==> config.mk <==
export PLATFORM = sky130hd
export DESIGN_NAME = irrx_top
export DESIGN_NICKNAME = d
export VERILOG_FILES = /design/src/rtl/irrx_pkg.sv /design/src/rtl/irrx_sampler.sv /design/src/rtl/irrx_runner.sv /design/src/rtl/irrx_fifo.sv /design/src/rtl/irrx_top.sv
export SDC_FILE = /design/constraint.sdc
export NUM_CORES = 1
export LEC_CHECK = 0
export ABC_AREA = 1
export CORE_MARGIN = 4
export CORE_UTILIZATION = 50
export DETAILED_ROUTE_END_ITERATION = 8
export DONT_BUFFER_PORTS = 1
export GPL_ROUTABILITY_DRIVEN = 0
export GPL_TIMING_DRIVEN = 0
export SLEW_MARGIN = 10
export SYNTH_ARGS = -nofsm -noshare
export SYNTH_HDL_FRONTEND = slang
export SYNTH_SLANG_ARGS = --single-unit
==> constraint.sdc <==
create_clock -name clk -period 5.5 [get_ports clk]
set_clock_uncertainty 0.2 [all_clocks]
set_input_delay 1.65 -clock clk [delete_from_list [all_inputs] [get_ports clk]]
set_output_delay 1.65 -clock clk [all_outputs]
set_load 0.01 [all_outputs]
==> src/rtl/irrx_pkg.sv <==
package irrx_pkg;
  localparam logic [5:0] A_CTL   = 6'h00;
  localparam logic [5:0] A_RXCFG = 6'h10;
  localparam logic [5:0] A_DATA  = 6'h20;
  localparam logic [5:0] A_IEN   = 6'h2C;
  localparam logic [5:0] A_STAT  = 6'h30;
  localparam logic [5:0] A_SCFG  = 6'h34;

  localparam int RUN_W    = 9;
  localparam int CHUNK    = 128;
  localparam int NTHR_W   = 6;
  localparam int ITHR_W   = 8;
  localparam int TRIG_W   = 6;

  // Build one FIFO byte from a level and a sample count (1..128).
  function automatic logic [7:0] pack_run(input logic lvl, input logic [RUN_W-1:0] nsamp);
    return {lvl, 7'(nsamp - RUN_W'(1))};
  endfunction

  // Saturating increment for the idle counter.
  function automatic logic [RUN_W-1:0] sat_inc(input logic [RUN_W-1:0] v);
    return (&v) ? v : v + RUN_W'(1);
  endfunction
endpackage

==> src/rtl/irrx_sampler.sv <==
module irrx_sampler #(
  parameter int CLK_DIV = 64
) (
  input  logic clk,
  input  logic rst_n,
  input  logic en,
  input  logic ir_in,
  input  logic invert,
  output logic smp_valid,
  output logic smp_lvl
);
  localparam int DW = (CLK_DIV > 1) ? $clog2(CLK_DIV) : 1;

  logic [DW-1:0] div_q;
  logic [1:0]    sync_q;
  logic          tick;

  assign tick = (div_q == DW'(CLK_DIV - 1));

  always_ff @(posedge clk or negedge rst_n) begin
    if (!rst_n) begin
      div_q     <= '0;
      sync_q    <= '0;
      smp_valid <= 1'b0;
      smp_lvl   <= 1'b0;
    end else begin
      sync_q    <= {sync_q[0], ir_in};
      smp_valid <= en & tick;
      if (!en || tick) div_q <= '0;
      else             div_q <= div_q + DW'(1);
      if (en && tick)  smp_lvl <= sync_q[1] ^ invert;
    end
  end

  initial begin
    a_div_min: assert (CLK_DIV >= 4);
  end

  p_sample_spacing_r1: assert property (@(posedge clk) disable iff (!rst_n)
    smp_valid |=> !smp_valid);
  p_off_no_sample_r2: assert property (@(posedge clk) disable iff (!rst_n)
    !en |=> !smp_valid);
endmodule

==> src/rtl/irrx_runner.sv <==
module irrx_runner
  import irrx_pkg::*;
(
  input  logic              clk,
  input  logic              rst_n,
  input  logic              en,
  input  logic              smp_valid,
  input  logic              smp_lvl,
  input  logic [NTHR_W-1:0] nthr,
  input  logic [ITHR_W-1:0] ithr,
  output logic              emit,
  output logic [7:0]        emit_byte,
  output logic              pkt_end
);
  logic             active_q, active_d;
  logic             cur_q, cur_d;
  logic             flush_q, flush_d;
  logic [RUN_W-1:0] run_q, run_d, idle_q, idle_d, sum, pend_ext;
  logic [NTHR_W:0]  pend_q, pend_d;

  assign pend_ext = RUN_W'(pend_q);
  assign sum      = run_q + pend_ext + RUN_W'(1);

  always_comb begin
    active_d  = active_q;
    cur_d     = cur_q;
    run_d     = run_q;
    idle_d    = idle_q;
    pend_d    = pend_q;
    flush_d   = 1'b0;
    emit      = 1'b0;
    emit_byte = 8'h00;
    pkt_end   = 1'b0;
    if (flush_q) begin
      emit      = 1'b1;
      emit_byte = pack_run(1'b0, run_q);
      pkt_end   = 1'b1;
    end else if (smp_valid) begin
      if (!active_q) begin
        if (smp_lvl) begin
          active_d = 1'b1;
          cur_d    = 1'b1;
          run_d    = RUN_W'(1);
          pend_d   = '0;
          idle_d   = '0;
        end
      end else begin
        idle_d = smp_lvl ? '0 : sat_inc(idle_q);
        if (smp_lvl == cur_q) begin
          pend_d = '0;
          if (sum > RUN_W'(CHUNK)) begin
            emit      = 1'b1;
            emit_byte = pack_run(cur_q, RUN_W'(CHUNK));
            run_d     = sum - RUN_W'(CHUNK);
          end else begin
            run_d = sum;
          end
        end else if (pend_ext + RUN_W'(1) > RUN_W'(nthr)) begin
          emit      = 1'b1;
          emit_byte = pack_run(cur_q, run_q);
          cur_d     = smp_lvl;
          run_d     = pend_ext + RUN_W'(1);
          pend_d    = '0;
        end else begin
          pend_d = pend_q + (NTHR_W+1)'(1);
        end
        if (!cur_d && idle_d > RUN_W'(ithr)) begin
          flush_d  = 1'b1;
          active_d = 1'b0;
        end
      end
    end
  end

  always_ff @(posedge clk or negedge rst_n) begin
    if (!rst_n) begin
      active_q <= 1'b0;
      cur_q    <= 1'b0;
      flush_q  <= 1'b0;
      run_q    <= '0;
      idle_q   <= '0;
      pend_q   <= '0;
    end else if (!en) begin
      active_q <= 1'b0;
      cur_q    <= 1'b0;
      flush_q  <= 1'b0;
      run_q    <= '0;
      idle_q   <= '0;
      pend_q   <= '0;
    end else begin
      active_q <= active_d;
      cur_q    <= cur_d;
      flush_q  <= flush_d;
      run_q    <= run_d;
      idle_q   <= idle_d;
      pend_q   <= pend_d;
    end
  end

  // A run in progress always holds between 1 and 128 samples.
  p_run_bounds_r6: assert property (@(posedge clk) disable iff (!rst_n)
    active_q |-> (run_q >= RUN_W'(1) && run_q <= RUN_W'(CHUNK)));
  // A packet opens only on a pulse sample.
  p_start_on_pulse_r7: assert property (@(posedge clk) disable iff (!rst_n)
    $rose(active_q) |-> $past(smp_valid && smp_lvl));
  // After packet end nothing is written until a new packet opens.
  p_quiet_after_end_r7: assert property (@(posedge clk) disable iff (!rst_n)
    pkt_end |=> !emit);
endmodule

==> src/rtl/irrx_fifo.sv <==
module irrx_fifo #(
  parameter int DEPTH = 16
) (
  input  logic                       clk,
  input  logic                       rst_n,
  input  logic                       push,
  input  logic [7:0]                 din,
  input  logic                       pop,
  output logic [7:0]                 dout,
  output logic [$clog2(DEPTH):0]     count,
  output logic                       full,
  output logic                       empty
);
  localparam int AW = $clog2(DEPTH);

  logic [7:0]    mem [DEPTH];
  logic [AW-1:0] wptr, rptr;
  logic          do_push, do_pop;

  assign full    = (count == (AW+1)'(DEPTH));
  assign empty   = (count == '0);
  assign do_push = push & ~full;
  assign do_pop  = pop & ~empty;
  assign dout    = mem[rptr];

  always_ff @(posedge clk) begin
    if (do_push) mem[wptr] <= din;
  end

  always_ff @(posedge clk or negedge rst_n) begin
    if (!rst_n) begin
      wptr  <= '0;
      rptr  <= '0;
      count <= '0;
    end else begin
      if (do_push) wptr <= wptr + AW'(1);
      if (do_pop)  rptr <= rptr + AW'(1);
      case ({do_push, do_pop})
        2'b10:   count <= count + (AW+1)'(1);
        2'b01:   count <= count - (AW+1)'(1);
        default: count <= count;
      endcase
    end
  end

  p_count_cap_r9: assert property (@(posedge clk) disable iff (!rst_n)
    count <= (AW+1)'(DEPTH));
  p_drop_when_full_r9: assert property (@(posedge clk) disable iff (!rst_n)
    (push && full && !pop) |=> count == $past(count));
  p_pop_one_r8: assert property (@(posedge clk) disable iff (!rst_n)
    (pop && !empty && !push) |=> count == $past(count) - (AW+1)'(1));
endmodule

==> src/rtl/irrx_top.sv <==
module irrx_top
  import irrx_pkg::*;
#(
  parameter int CLK_DIV    = 64,
  parameter int FIFO_DEPTH = 16
) (
  input  logic        clk,
  input  logic        rst_n,
  input  logic        ir_in,
  input  logic [5:0]  reg_addr,
  input  logic        reg_wr,
  input  logic [31:0] reg_wdata,
  input  logic        reg_rd,
  output logic [31:0] reg_rdata,
  output logic        irq
);
  localparam int CNT_W = $clog2(FIFO_DEPTH) + 1;

  logic              gen_q, rxen_q;
  logic [1:0]        mode_q;
  logic              inv_q;
  logic [NTHR_W-1:0] nthr_q;
  logic [ITHR_W-1:0] ithr_q;
  logic              ie_ovf_q, ie_pkt_q, ie_avl_q;
  logic [TRIG_W-1:0] trig_q;
  logic              st_ovf_q, st_pkt_q;

  logic              cap_en, smp_valid, smp_lvl;
  logic              emit, pkt_end, fifo_full, fifo_empty, pop, avail;
  logic [7:0]        emit_byte, fifo_dout;
  logic [CNT_W-1:0]  fifo_cnt;
  logic [31:0]       stat_w;
  logic              wr_ctl, wr_rxcfg, wr_ien, wr_scfg, wr_stat;
  logic              unused_hi;

  assign unused_hi = ^reg_wdata[31:16];

  assign cap_en   = gen_q & rxen_q & (mode_q == 2'b11);
  assign wr_ctl   = reg_wr && reg_addr == A_CTL;
  assign wr_rxcfg = reg_wr && reg_addr == A_RXCFG;
  assign wr_ien   = reg_wr && reg_addr == A_IEN;
  assign wr_scfg  = reg_wr && reg_addr == A_SCFG;
  assign wr_stat  = reg_wr && reg_addr == A_STAT;
  assign pop      = reg_rd && reg_addr == A_DATA;
  assign avail    = 32'(fifo_cnt) > 32'(trig_q);

  irrx_sampler #(.CLK_DIV(CLK_DIV)) u_smp (
    .clk(clk), .rst_n(rst_n), .en(cap_en), .ir_in(ir_in), .invert(inv_q),
    .smp_valid(smp_valid), .smp_lvl(smp_lvl)
  );

  irrx_runner u_run (
    .clk(clk), .rst_n(rst_n), .en(cap_en), .smp_valid(smp_valid), .smp_lvl(smp_lvl),
    .nthr(nthr_q), .ithr(ithr_q), .emit(emit), .emit_byte(emit_byte), .pkt_end(pkt_end)
  );

  irrx_fifo #(.DEPTH(FIFO_DEPTH)) u_fifo (
    .clk(clk), .rst_n(rst_n), .push(emit), .din(emit_byte), .pop(pop),
    .dout(fifo_dout), .count(fifo_cnt), .full(fifo_full), .empty(fifo_empty)
  );

  always_ff @(posedge clk or negedge rst_n) begin
    if (!rst_n) begin
      gen_q    <= 1'b0;
      rxen_q   <= 1'b0;
      mode_q   <= 2'b00;
      inv_q    <= 1'b0;
      nthr_q   <= '0;
      ithr_q   <= '0;
      ie_ovf_q <= 1'b0;
      ie_pkt_q <= 1'b0;
      ie_avl_q <= 1'b0;
      trig_q   <= '0;
      st_ovf_q <= 1'b0;
      st_pkt_q <= 1'b0;
    end else begin
      if (wr_ctl) begin
        gen_q  <= reg_wdata[0];
        rxen_q <= reg_wdata[1];
        mode_q <= reg_wdata[5:4];
      end
      if (wr_rxcfg) inv_q <= reg_wdata[2];
      if (wr_ien) begin
        ie_ovf_q <= reg_wdata[0];
        ie_pkt_q <= reg_wdata[1];
        ie_avl_q <= reg_wdata[4];
        trig_q   <= reg_wdata[8 +: TRIG_W];
      end
      if (wr_scfg) begin
        nthr_q <= reg_wdata[2 +: NTHR_W];
        ithr_q <= reg_wdata[8 +: ITHR_W];
      end
      // New events win over a clear in the same cycle.
      st_ovf_q <= (emit && fifo_full) | (st_ovf_q & ~(wr_stat & reg_wdata[0]));
      st_pkt_q <= pkt_end | (st_pkt_q & ~(wr_stat & reg_wdata[1]));
    end
  end

  always_comb begin
    stat_w             = '0;
    stat_w[0]          = st_ovf_q;
    stat_w[1]          = st_pkt_q;
    stat_w[4]          = avail;
    stat_w[8 +: CNT_W] = fifo_cnt;
  end

  always_ff @(posedge clk or negedge rst_n) begin
    if (!rst_n) begin
      reg_rdata <= '0;
    end else if (reg_rd) begin
      case (reg_addr)
        A_CTL:   reg_rdata <= {26'd0, mode_q, 2'b00, rxen_q, gen_q};
        A_RXCFG: reg_rdata <= {29'd0, inv_q, 2'b00};
        A_DATA:  reg_rdata <= fifo_empty ? 32'd0 : {24'd0, fifo_dout};
        A_IEN:   reg_rdata <= {18'd0, trig_q, 3'b000, ie_avl_q, 2'b00, ie_pkt_q, ie_ovf_q};
        A_STAT:  reg_rdata <= stat_w;
        A_SCFG:  reg_rdata <= {16'd0, ithr_q, nthr_q, 2'b00};
        default: reg_rdata <= '0;
      endcase
    end
  end

  assign irq = (st_ovf_q & ie_ovf_q) | (st_pkt_q & ie_pkt_q) | (avail & ie_avl_q);

  p_overflow_flag_r9: assert property (@(posedge clk) disable iff (!rst_n)
    (emit && fifo_full) |=> st_ovf_q);
  p_packet_flag_r7: assert property (@(posedge clk) disable iff (!rst_n)
    pkt_end |=> st_pkt_q);
  p_disabled_silent_r2: assert property (@(posedge clk) disable iff (!rst_n)
    (!cap_en && !$past(cap_en)) |-> !emit);
  p_irq_needs_enable_r11: assert property (@(posedge clk) disable iff (!rst_n)
    (!ie_ovf_q && !ie_pkt_q && !ie_avl_q) |-> !irq);
endmodule

==> flow_summary.json <==
{
  "crit_fanout": 7,
  "vias": 8467,
  "fin_hold_ws_ns": 0.148,
  "fmax_ghz": 0.219,
  "synthToLayoutAreaGrowth_pct": 12.1,
  "worstPathArrival_ns": 4.79,
  "grt_first_pass_wirelength_mm": 45.8,
  "hp-start": "u_smp.sync_q[0]$_DFF_PN0_",
  "postCtsHoldBufs": 0,
  "top_usage_layer": "met2",
  "synth_cell_type_count": 48,
  "synth-async-reset-ratio": 0.431,
  "grt_pass1_vias": 8204,
  "fin_nets": 1308,
  "htreeDepth": 1,
  "cts_buffers": 26,
  "synthTopCellsByCount": "nand2_1 (223), o21ai_0 (146), nor2_1 (145)",
  "grtUsageMet3": 0.0478,
  "wl_per_cell_microns": 19.4,
  "netlist_area_sq_mm": 0.0111,
  "leakage_uw": 0.00490,
  "cap_violations": 0,
  "grt.overflow.total": 0,
  "reg2reg_to": "u_fifo.count[4]$_DFFE_PN0P_",
  "synthCells": 1178,
  "start_util": 0.507,
  "worst_slew_pin_slew_ns": 1.21,
  "pwr_density_cell_mw_per_mm2": 329,
  "grt_start_max_net_pins": 98,
  "min_to": "u_smp.sync_q[1]$_DFF_PN0_",
  "r2r_start": "u_run.pend_q[1]$_DFFE_PN0P_",
  "die_y_microns": 157,
  "synthMuxAreaShare": 0,
  "rsz0062_at_grt": "no",
  "min-delay-path-class": "reg2reg",
  "required_ns": 5.72,
  "r2r_slack_ns": 1.00,
  "ctsResizeCount": 0,
  "synth-simple-area-share": 0.178,
  "r2r_cells": 27,
  "diodes": 0,
  "synth_top_area_frac": 0.347,
  "drc": 0,
  "slew_headroom": 0.196,
  "viasPerCell": 5.56,
  "finalSetupViolations": 0,
  "tritoncts": "done",
  "syn_area_per_cell_sq_um": 9.40,
  "grt_use_met1": 0.328,
  "ir_worst_vdd_v": 0.000233,
  "synth_compound_area_frac": 0.131,
  "path_delay_family": "simple AND/OR/NAND/NOR gates",
  "hpwlAfterDp_mm": 20.2,
  "synth_top_area_cell": "edfxtp_1",
  "drive_gt1_frac": 0.0796,
  "path_class": "in2reg",
  "core_area_sq_mm": 0.0218,
  "status": "completed",
  "port_buffers": 0,
  "grtUsageTotal": 0.241,
  "wl_mm": 29.6,
  "crit_path_top_delay_cell": "nor2_1",
  "synth-seq-cells": 225,
  "drv_slew": 0,
  "num_rows": 54,
  "finalNonFillerCells": 1524,
  "synth_edf_count": 128,
  "synthXorXnorAreaFrac": 0.0127,
  "io_pins": 76,
  "dieArea_sq_mm": 0.0246,
  "yosysMostFrequentCell": "nand2_1",
  "hold_viol_final": 0,
  "fp.dieW_microns": 157,
  "antenna_left": 0,
  "finalSetupTns_ns": 0,
  "clk_latency_ns": 0.55,
  "critPathCaptureType": "flop",
  "post_synth_fa_ha_maj_area_fraction": 0.0470,
  "path_clk_slew_ns": 0.06,
  "cts_sinks": 225,
  "antenna_found_initial": 0,
  "crit_top_cell": "a21oi_1",
  "synth_top_family_by_area": "simple AND/OR/NAND/NOR gates",
  "ys_seq_area_frac": 0.567,
  "synth-main-ff-cell": "edfxtp_1",
  "drt_iter0_drc": 606,
  "max_stage_delay_ns": 0.66,
  "whs_path_depth": 0,
  "cts_setup_buffers": 0,
  "path_cells": "nor2_1 > nand2_1 > nor3_4 > inv_1 > nor2_1 > ha_1 > xor2_1 > ha_1 > a21oi_1 > o21ai_0 > a21oi_1 > inv_1 > a21oi_1 > o21ai_0 > xor2_1",
  "path_buf_inv": 2,
  "fill_cells": 1931,
  "dr.pass1.iters": 5,
  "synthTopCellsByArea": "edfxtp_1 (35%), dfrtp_1 (22%), nand2_1 (7.6%)",
  "clockBufferDepth": 3,
  "cts_root_buf": "clkbuf_16",
  "fin_crit_ns": 4.57,
  "fin_crit_sh": 0.830,
  "dp.cells": 1474,
  "start_kind": "input pin",
  "met2_usage": 0.396,
  "ys_warn_count": 0
}
==> per-layer routing <==
metal,up-vias,part of all wire
li1,4081,-
met1,4048,0.43
met2,281,0.47
met3,57,0.071
met4,0,0.027
met5,-,0
==> area by class of cell <==
cell class | count | area [sq um] | area share
plain buffers | 50 | 265 | 0.0214
inverters | 119 | 449 | 0.0362
clock buffers | 35 | 704 | 0.0568
multi-input cells | 799 | 4160 | 0.335
clock inverters | 13 | 179 | 0.0144
well taps | 280 | 350 | 0.0282
repair buffers | 3 | 22.5 | 0.00182
flip-flops and latches | 225 | 6270 | 0.506
==> placed cells by master, fill, tap and decap left out, types with 3 or more instances in the layout <==
master and count:
o21ai_1 5, bufinv_16 4, clkinv_2 6, conb_1 16, nand3b_1 4, clkinv_1 4, nor2_1 145, o211ai_1 11
o21ai_0 146, ha_1 40, nand4_1 7, nor3_1 6, o22ai_1 19, clkbuf_16 26, nor2_2 11, o31ai_1 6
a21oi_1 43, nand2_1 223, buf_4 18, o221ai_1 14, dfrtp_1 97, buf_2 5, edfxtp_1 128, nand2_2 6
xor2_1 11, inv_1 113, a22oi_1 7, xnor2_1 5, clkbuf_1 33, nand3_1 49, or2_2 3
==> power breakdown <==
part | leakage, uW | switching (uW) | total (uW) | internal (uW)
clock | 0.000436 | 707 | 1800 | 1090
combinational | 0.00230 | 319 | 437 | 118
sequential | 0.00216 | 40.8 | 1850 | 1810
==> per-stage QoR <==
stage          utilization  setup slack (ns)  power, uW  cell area [sq um]
2_1_floorplan            -              1.31       2150              11100
3_3_place_gp         0.526             0.523       2310              11500
3_5_place_dp         0.526             0.510       2320              11500
4_1_cts              0.567             0.995       4100              12400
5_1_grt              0.568             0.677       4230              12400
6_report             0.568             0.934       4090              12400
==> sequential cells by signal, indices dropped and copies added, names as in the netlist, 2 cells and up <==
| register | flops |
|---|---|
| u_fifo.mem | 128 |
| reg_rdata | 16 |
| u_run.idle_q | 9 |
| u_run.run_q | 9 |
| ithr_q | 8 |
| u_run.pend_q | 7 |
| nthr_q | 6 |
| trig_q | 6 |
| u_smp.div_q | 6 |
| u_fifo.count | 5 |
| u_fifo.rptr | 4 |
| u_fifo.wptr | 4 |
| mode_q | 2 |
| u_smp.sync_q | 2 |
==> worst max path at each step <==
| stage | slack, ns | end | cells after the start | from |
|---|---|---|---|---|
| 5_1_grt | 0.68 | u_fifo.count[4]$_DFFE_PN0P_ | 27 | u_run.pend_q[1]$_DFFE_PN0P_ |
| 4_1_cts | 1.0 | u_fifo.count[4]$_DFFE_PN0P_ | 15 | reg_addr[1] |
| 6_report | 0.93 | u_fifo.count[4]$_DFFE_PN0P_ | 15 | reg_addr[1] |
| 3_5_place_dp | 0.51 | u_fifo.count[4]$_DFFE_PN0P_ | 15 | reg_addr[1] |
| 3_3_place_gp | 0.52 | u_fifo.count[4]$_DFFE_PN0P_ | 15 | reg_addr[1] |
| 2_1_floorplan | 1.31 | u_fifo.count[4]$_DFFE_PN0P_ | 15 | reg_addr[1] |
==> cell families (layout without fill, tap and decap cells) <==
kind of cell	after synthesis	count (layout)
DFF	225	225
other	1	16
and+or+nand+nor	467	467
buffers and inverters	169	220
xor gates and xnor gates	16	16
AOI/OAI and AO/OA	259	259
adders and majority gates	41	41
(Power assumes the default switching activity.)
